<file path="src/rtl/hfb_pkg.sv">
package hfb_pkg;
  typedef enum logic [1:0] {
    FS_IDLE = 2'd0,
    FS_MEM  = 2'd1,
    FS_HOLD = 2'd2
  } fill_st_t;
endpackage

</file>
<file path="src/rtl/hfb_block_tag.sv">
module hfb_block_tag #(
  parameter int TAG_W = 30
) (
  input  logic             clk,
  input  logic             rst,
  input  logic             redirect,
  input  logic             fill_ok,
  input  logic [TAG_W-1:0] fill_tag,
  input  logic [TAG_W-1:0] look_tag,
  output logic             hit
);
  logic             valid_q;
  logic [TAG_W-1:0] tag_q;

  always_ff @(posedge clk) begin
    if (rst) begin
      valid_q <= 1'b0;
      tag_q   <= '0;
    end else if (redirect) begin
      valid_q <= 1'b0;
    end else if (fill_ok) begin
      valid_q <= 1'b1;
      tag_q   <= fill_tag;
    end
  end

  assign hit = valid_q && (tag_q == look_tag);
endmodule

</file>
<file path="src/rtl/hfb_lane_sel.sv">
module hfb_lane_sel #(
  parameter int BUS_W  = 32,
  parameter int INSN_W = 16,
  localparam int K     = BUS_W / INSN_W,
  localparam int IDX_W = (K > 1) ? $clog2(K) : 1
) (
  input  logic              clk,
  input  logic              rst,
  input  logic              fill_en,
  input  logic [BUS_W-1:0]  fill_data,
  input  logic [IDX_W-1:0]  lane_idx,
  output logic [INSN_W-1:0] insn
);
  logic [BUS_W-1:0]  blk_q;
  logic [INSN_W-1:0] lanes [K];

  always_ff @(posedge clk) begin
    if (rst) blk_q <= '0;
    else if (fill_en) blk_q <= fill_data;
  end

  // lane 0 holds the lowest address and sits in the top bits
  for (genvar g = 0; g < K; g++) begin : g_lane
    assign lanes[g] = blk_q[BUS_W-1-g*INSN_W -: INSN_W];
  end

  if (K > 1) begin : g_multi
    assign insn = lanes[lane_idx];
  end else begin : g_single
    assign insn = lanes[0];
  end
endmodule

</file>
<file path="src/rtl/hfb_fill_ctrl.sv">
module hfb_fill_ctrl
  import hfb_pkg::*;
#(
  parameter int TAG_W  = 30,
  parameter int WAIT_W = 2
) (
  input  logic              clk,
  input  logic              rst,
  input  logic              core_req,
  input  logic              hit,
  input  logic              redirect,
  input  logic [WAIT_W-1:0] wait_cfg,
  input  logic              mem_valid,
  input  logic [TAG_W-1:0]  look_tag,
  output logic              idle,
  output logic              mem_req,
  output logic              fill_en,
  output logic              fill_ok,
  output logic [TAG_W-1:0]  fill_tag
);
  fill_st_t          st_q;
  logic [WAIT_W-1:0] cnt_q;
  logic              kill_q;
  logic [TAG_W-1:0]  tag_q;

  assign idle     = (st_q == FS_IDLE);
  assign mem_req  = idle && core_req && !hit && !redirect;
  assign fill_en  = (st_q == FS_MEM) && mem_valid;
  assign fill_ok  = fill_en && !kill_q;
  assign fill_tag = tag_q;

  always_ff @(posedge clk) begin
    if (rst) begin
      st_q   <= FS_IDLE;
      cnt_q  <= '0;
      kill_q <= 1'b0;
      tag_q  <= '0;
    end else begin
      case (st_q)
        FS_IDLE: begin
          if (mem_req) begin
            st_q   <= FS_MEM;
            tag_q  <= look_tag;
            kill_q <= 1'b0;
          end
        end
        FS_MEM: begin
          if (redirect) kill_q <= 1'b1;
          if (mem_valid) begin
            if (wait_cfg == '0) begin
              st_q <= FS_IDLE;
            end else begin
              st_q  <= FS_HOLD;
              cnt_q <= wait_cfg;
            end
          end
        end
        FS_HOLD: begin
          cnt_q <= cnt_q - 1'b1;
          if (cnt_q == WAIT_W'(1)) st_q <= FS_IDLE;
        end
        default: st_q <= FS_IDLE;
      endcase
    end
  end
endmodule

</file>
<file path="src/rtl/hfb_counters.sv">
module hfb_counters #(
  parameter int CNT_W = 16
) (
  input  logic             clk,
  input  logic             rst,
  input  logic             mem_req,
  input  logic             stall,
  output logic [CNT_W-1:0] req_count,
  output logic [CNT_W-1:0] stall_count
);
  always_ff @(posedge clk) begin
    if (rst) begin
      req_count   <= '0;
      stall_count <= '0;
    end else begin
      if (mem_req) req_count <= req_count + 1'b1;
      if (stall) stall_count <= stall_count + 1'b1;
    end
  end
endmodule

</file>
<file path="src/rtl/hw_fetch_buf.sv">
module hw_fetch_buf #(
  parameter int ADDR_W = 32,
  parameter int BUS_W  = 32,
  parameter int INSN_W = 16,
  parameter int WAIT_W = 2,
  parameter int CNT_W  = 16
) (
  input  logic              clk,
  input  logic              rst,
  input  logic [WAIT_W-1:0] wait_cfg,
  input  logic              redirect,
  input  logic              core_req,
  input  logic [ADDR_W-1:0] core_addr,
  output logic              core_ready,
  output logic [INSN_W-1:0] core_insn,
  output logic              mem_req,
  output logic [ADDR_W-1:0] mem_addr,
  input  logic              mem_valid,
  input  logic [BUS_W-1:0]  mem_rdata,
  output logic [CNT_W-1:0]  req_count,
  output logic [CNT_W-1:0]  stall_count
);
  localparam int K     = BUS_W / INSN_W;
  localparam int OFF   = $clog2(BUS_W / 8);
  localparam int ISH   = $clog2(INSN_W / 8);
  localparam int TAG_W = ADDR_W - OFF;
  localparam int IDX_W = (K > 1) ? $clog2(K) : 1;
  localparam logic [ADDR_W-1:0] ALIGN_MASK = ~((ADDR_W'(1) << OFF) - ADDR_W'(1));

  logic             hit, idle, fill_en, fill_ok;
  logic [TAG_W-1:0] look_tag, fill_tag;
  logic [IDX_W-1:0] lane_idx;

  assign look_tag = core_addr[ADDR_W-1:OFF];
  assign mem_addr = core_addr & ALIGN_MASK;

  if (K > 1) begin : g_idx
    assign lane_idx = core_addr[OFF-1:ISH];
  end else begin : g_noidx
    assign lane_idx = '0;
  end

  assign core_ready = idle && core_req && hit && !redirect;

  hfb_block_tag #(.TAG_W(TAG_W)) u_tag (
    .clk(clk), .rst(rst), .redirect(redirect), .fill_ok(fill_ok),
    .fill_tag(fill_tag), .look_tag(look_tag), .hit(hit)
  );

  hfb_lane_sel #(.BUS_W(BUS_W), .INSN_W(INSN_W)) u_sel (
    .clk(clk), .rst(rst), .fill_en(fill_en), .fill_data(mem_rdata),
    .lane_idx(lane_idx), .insn(core_insn)
  );

  hfb_fill_ctrl #(.TAG_W(TAG_W), .WAIT_W(WAIT_W)) u_ctl (
    .clk(clk), .rst(rst), .core_req(core_req), .hit(hit), .redirect(redirect),
    .wait_cfg(wait_cfg), .mem_valid(mem_valid), .look_tag(look_tag),
    .idle(idle), .mem_req(mem_req), .fill_en(fill_en), .fill_ok(fill_ok),
    .fill_tag(fill_tag)
  );

  hfb_counters #(.CNT_W(CNT_W)) u_cnt (
    .clk(clk), .rst(rst), .mem_req(mem_req), .stall(core_req && !core_ready),
    .req_count(req_count), .stall_count(stall_count)
  );
endmodule

</file>
<file path="config.mk">
export PLATFORM = sky130hd
export DESIGN_NAME = hw_fetch_buf
export DESIGN_NICKNAME = d
export VERILOG_FILES = /design/src/rtl/hfb_pkg.sv /design/src/rtl/hfb_block_tag.sv /design/src/rtl/hfb_lane_sel.sv /design/src/rtl/hfb_fill_ctrl.sv /design/src/rtl/hfb_counters.sv /design/src/rtl/hw_fetch_buf.sv
export SDC_FILE = /design/constraint.sdc
export NUM_CORES = 1
export LEC_CHECK = 0
export ABC_AREA = 1
export CORE_ASPECT_RATIO = 1.1
export CORE_UTILIZATION = 55
export CTS_CLUSTER_DIAMETER = 120
export CTS_CLUSTER_SIZE = 24
export DETAILED_ROUTE_END_ITERATION = 16
export DONT_BUFFER_PORTS = 1
export GPL_TIMING_DRIVEN = 0
export PLACE_DENSITY = 0.74
export SKIP_CTS_REPAIR_TIMING = 1
export SLEW_MARGIN = 40
export SYNTH_ARGS = -nofsm -noshare
export SYNTH_HDL_FRONTEND = slang
export SYNTH_SLANG_ARGS = --single-unit
export TNS_END_PERCENT = 100
</file>
<file path="constraint.sdc">
create_clock -name clk -period 3.5 [get_ports clk]
set_input_delay 0.7 -clock clk [delete_from_list [all_inputs] [get_ports clk]]
set_output_delay 0.7 -clock clk [all_outputs]
set_load 0.005 [all_outputs]
</file>
* After elaboration in Yosys (flattened, before gate mapping)
Cells that the tools add are included.
** Storage, ports and cells
- Flip-flop bits (word level) :: 130
- Output and inout bits :: 82
** Cells by class
- Add/subtract/negate cells :: 3
- $lt $le $gt $ge :: 1
- Eq/ne operators :: 9
- Mux-type cells :: 14
- Bitwise operators :: 2
- Reduce and logical (&&, ||, !) cells :: 23
** Operators by type and width (count)
- 2-to-1 mux 16 bit :: 3
- adder 16 x 1 -> 16 bit (second input constant) :: 2
- equality test 30 bit :: 1
- 2-to-1 mux 2 bit :: 6
- logical AND 1 bit :: 9
- AND reduction 3 bit :: 3
- != test 2 bit (second input constant) :: 4
- one-hot mux 2 bit (3 select lines) :: 1
- equality test 2 x 1 -> 1 bit (second input constant) :: 2
- zero test 1 bit :: 4
- zero test 2 bit :: 2
- one-hot mux 2 bit (2 select lines) :: 1
- AND reduction 2 bit :: 2
- nonzero test 2 bit :: 2
- equality test 2 bit (second input constant) :: 1
- >= comparator 2 bit (second input constant) :: 1
- 2-to-1 mux 1 bit :: 2
- != test 2 x 1 -> 1 bit (second input constant) :: 1
- inverter 1 -> 2 bit :: 1
- one-hot mux 1 bit (2 select lines) :: 1
- OR reduction 2 bit :: 1
- subtractor 2 x 1 -> 2 bit (second input constant) :: 1
- inverter 1 bit :: 1

* Depth between registers and ports, before layout
- Word-level depth :: 7
- Depth in mapped cells :: 14

* By module
A second synthesis with hierarchy kept.
** Second synthesis, totals
- Cell total of the unflattened synthesis :: 986
- Area, all modules :: 6792.8 um^2
** Modules (own cells, without submodules)
- hfb_block_tag :: times used 1, cells an instance 278, area each 1831.8 um^2, seq. area each 620.6 um^2
- hfb_lane_sel :: times used 1, cells an instance 254, area each 1690.4 um^2, seq. area each 640.6 um^2
- hfb_counters :: times used 1, cells an instance 237, area each 1664.1 um^2, seq. area each 640.6 um^2
- hfb_fill_ctrl :: times used 1, cells an instance 180, area each 1342.5 um^2, seq. area each 700.7 um^2
- hw_fetch_buf :: times used 1, cells an instance 37, area each 264.0 um^2, seq. area each 0.0 um^2

* Worst setup path after synthesis
Ideal clock, no wire load.
- Kind :: input-to-output
- Start :: in core_req
- End :: out core_ready
- Arrival :: 1.697 ns
- Path slack :: 1.103 ns
- Stages :: 6
- Path through :: buf_4 -> inv_1 -> nor4_4 -> nand3_4 -> clkbuf_1 -> inv_1
** Between the ends
- Longest elaborated chain between the ends :: 3
** RTL lines
- start: declaration :: line hw_fetch_buf.sv:12 : input logic core_req,
- logical AND 1 bit (3 in series) :: line hw_fetch_buf.sv:43 : assign core_ready = idle && core_req && hit && !redirect;
- end: declaration :: line hw_fetch_buf.sv:14 : output logic core_ready,
Every way passes these cells.

* Final worst setup path
- Start :: reg u_tag.tag_q[11]
- End :: out core_ready
** Between the ends
- Longest elaborated chain between the ends :: 4
** RTL lines
- start: declaration :: line hfb_block_tag.sv:13 : logic [TAG_W-1:0] tag_q;
- start signal: assignment :: line hfb_block_tag.sv:23 : tag_q <= fill_tag;
- equality test 30 bit :: line hfb_block_tag.sv:27 : assign hit = valid_q && (tag_q == look_tag);
- logical AND 1 bit :: line hfb_block_tag.sv:27
- logical AND 1 bit (2 in series) :: line hw_fetch_buf.sv:43
Every way passes these cells.

==> flow_summary.toml <==
[setup_path]
path_class = "reg -> out"
end_kind = "primary output"
worstReg2RegEnd = "u_tag.tag_q[23]$_SDFFE_PP0P_"
crit_arrival_ps = 1980
slowest_stage = "dfxtp_1"
max_stage_delay_ps = 330
startpoint_type = "register"
crit_fanout = 10
rr_startpoint = "u_ctl.st_q[0]$_SDFFE_PP0P_"
crit_required_ps = 2800
r2r_cells = 10
path_common_cell = "nand2_1"
reg2reg_slack_ps = 1570
crit_path_cell_trace = "inv_1 -> nand2_1 -> nand2_1 -> inv_1 -> nand2_1 -> nor2_1 -> nand2_1 -> nor2_2 -> nand3_4 -> clkbuf_1 -> inv_1"

[timing]
worst_pin_slew_ps = 542
rsz0062_at_grt = "no"
hold_viol_final = 0
fin_crit_sh = 0.766
clock.fmax_mhz = 373
tns_ps = 0
maxSlewViolCount = 0
slew_headroom = 0.636
timing.final.crit_period_ps = 2680
setup_violations = 0
skew_ps = 8.39

[drt]
vias_per_cell = 5.10
avgRoutedWirePerCell_um = 13.7
drt-pass1-iter-count = 4
wl_um = 14900
vias = 5535
drt_iter0_markers = 337
drcViolationCount = 0
drtAntennaViolNets = 0

[power_and_ir_drop]
p_per_area_mw_per_mm2 = 521
intPower_w = 0.00286
combPwrFrac = 0.075
switching_share = 0.231
power_w = 0.00372
p_switching_w = 0.000859
p_leak_nw = 2.92
ir_drop_v = 0.000254
pwr-share-seq = 0.423
p_clk_frac = 0.502

[logic_synthesis]
syn_area_mm2 = 0.00632
synth_top_area_frac = 0.412
synth.most_common_cell = "nand2_1"
yosys-top-cells-area = "dfxtp_1, nand2_1, nor2_1"
yosysTopAreaCell = "dfxtp_1"
seq_area_frac_synth = 0.412
synthTopCellsByCount = "nand2_1, nor2_1, dfxtp_1"
synth_edf_count = 0
yosys_register_bits = 130
synth_flop_cell = "dfxtp_1"
yosysUniqueCellTypes = 32
syn_avg_cell_area_um2 = 6.98
async_flop_share = 0
synthCells = 905
yosys_warnings = 0

[min_path]
holdPathEnd = "u_sel.blk_q[14]$_SDFFE_PP0P_"
min_from = "mem_rdata[14]"
min_path_type = "in -> reg"
hold_depth = 2

[floorplanning]
start_util = 0.571
die_x_um = 104
fp.dieArea_mm2 = 0.0119
dieHeight_um = 114
coreArea_mm2 = 0.0111
rows = 40
ioPinCount = 153

[clocking]
cts_tree = "built"
clk_latency_ps = 410
path_clk_slew_ps = 60
cts.root.buffer_cell = "clkbuf_16"
cts.sinks = 130
cts.path.max_buffers = 2
h-tree-depth = 4
cts_made_buffers = 17

[cells_and_area]
drive_gt1_frac = 0.107
fill_cells = 1025
fin_area_mm2 = 0.00713
diodes = 0
final_cell_count_no_fill = 1085
regArea_mm2 = 0.00260
finalNetCount = 999
multi_input_area_mm2 = 0.00284
syn2layout_area_growth_pct = 12.9

[global_routing]
grt_pass1_vias = 4980
grt_pass1_wl_um = 23900
antenna_found_initial = 0
track_usage = 0.253
gr-total-overflow = 0
grt_max_degree = 17

[status]
outcome = "complete, no violations"

[placement]
dpl_cell_area_mm2 = 0.00651
post-place-cells = 1053
place_congestion = 0.925
place_hpwl_um = 10900
io_buffers = 0

[flow_run]
maxCapViolations = 0
## logic make-up after synthesis
kind of cell	count (synthesis)	synth area share
XOR/XNOR	33	0.0457
other	1	0.000593
buffers and inverters	181	0.139
AND/OR/NAND/NOR	368	0.246
flip-flops	130	0.412
AO/OA/AOI/OAI	189	0.151
adder cells (fa/ha/maj)	3	0.00594
## cells in the final DEF, fill, tap and decap left out, types with 8 or more instances in the layout
cell type  count
nor2_1       138
xnor2_1       14
nand3_1       42
buf_4         33
o21ai_0       91
nor3_1        13
inv_1         99
clkbuf_16     17
xor2_1        19
buf_6          9
dfxtp_1      130
clkbuf_1      26
inv_2          8
o21ai_1       22
nand2_1      159
a21oi_1       72
## worst max-delay path by stage
stage	from	endpoint	slack (ps)	cells after the start
5_1_grt	u_tag.tag_q[1]$_SDFFE_PP0P_	core_ready	630	11
6_report	u_tag.tag_q[11]$_SDFFE_PP0P_	core_ready	820	11
2_1_floorplan	core_req	core_ready	1100	6
4_1_cts	u_tag.tag_q[1]$_SDFFE_PP0P_	core_ready	770	11
3_3_place_gp	core_req	core_ready	820	6
3_5_place_dp	core_req	core_ready	820	6
## power groups by stage
stage | clock network, W | registers (W) | logic (W)
after floorplan | 0 | 0.00160 | 0.000221
final | 0.00187 | 0.00157 | 0.000279
after global routing | 0.00196 | 0.00158 | 0.000318
after global placement | 0 | 0.00160 | 0.000276
after CTS | 0.00188 | 0.00157 | 0.000281
after detailed placement | 0 | 0.00160 | 0.000280
## critical path: cells and delay by family, from the launching register on
family | cells | cell delay (ps)
flip-flops | 1 | 330
buffers and inverters | 4 | 490
AND/OR/NAND/NOR | 7 | 740
## sequential cells by signal (all words and copies together), names as in the netlist
name,flops
u_cnt.req_count,16
u_cnt.stall_count,16
u_ctl.cnt_q,2
u_ctl.fill_tag,30
u_ctl.kill_q,1
u_ctl.st_q,2
u_sel.blk_q,32
u_tag.tag_q,30
u_tag.valid_q,1
## metal layers
layer | global-route usage | vias up | routed length, um
met4 | 0.0619 | 0 | 155
met1 | 0.310 | 2502 | 6700
li1 | - | 2863 | -
met5 | 0 | - | 0
met3 | 0.0950 | 13 | 1010
met2 | 0.421 | 157 | 6990
## layout make-up
type	instances	share of cell area
multi-input combinational	595	0.399
sequential	130	0.365
buffer	74	0.0668
clock buffer	19	0.0621
inverter	107	0.0563
tap	147	0.0258
clock inverter	13	0.0256
## stage by stage
| step | hold slack, ps | utilization | setup slack [ps] |
|---|---|---|---|
| after global routing | 414 | 0.645 | 632 |
| after floorplan | 424 | - | 1100 |
| after CTS | 415 | 0.645 | 770 |
| final | 425 | 0.645 | 819 |
| after detailed placement | 439 | 0.588 | 821 |
| after global placement | 435 | 0.588 | 817 |
No activity file was read; power rests on OpenSTA's default activity.
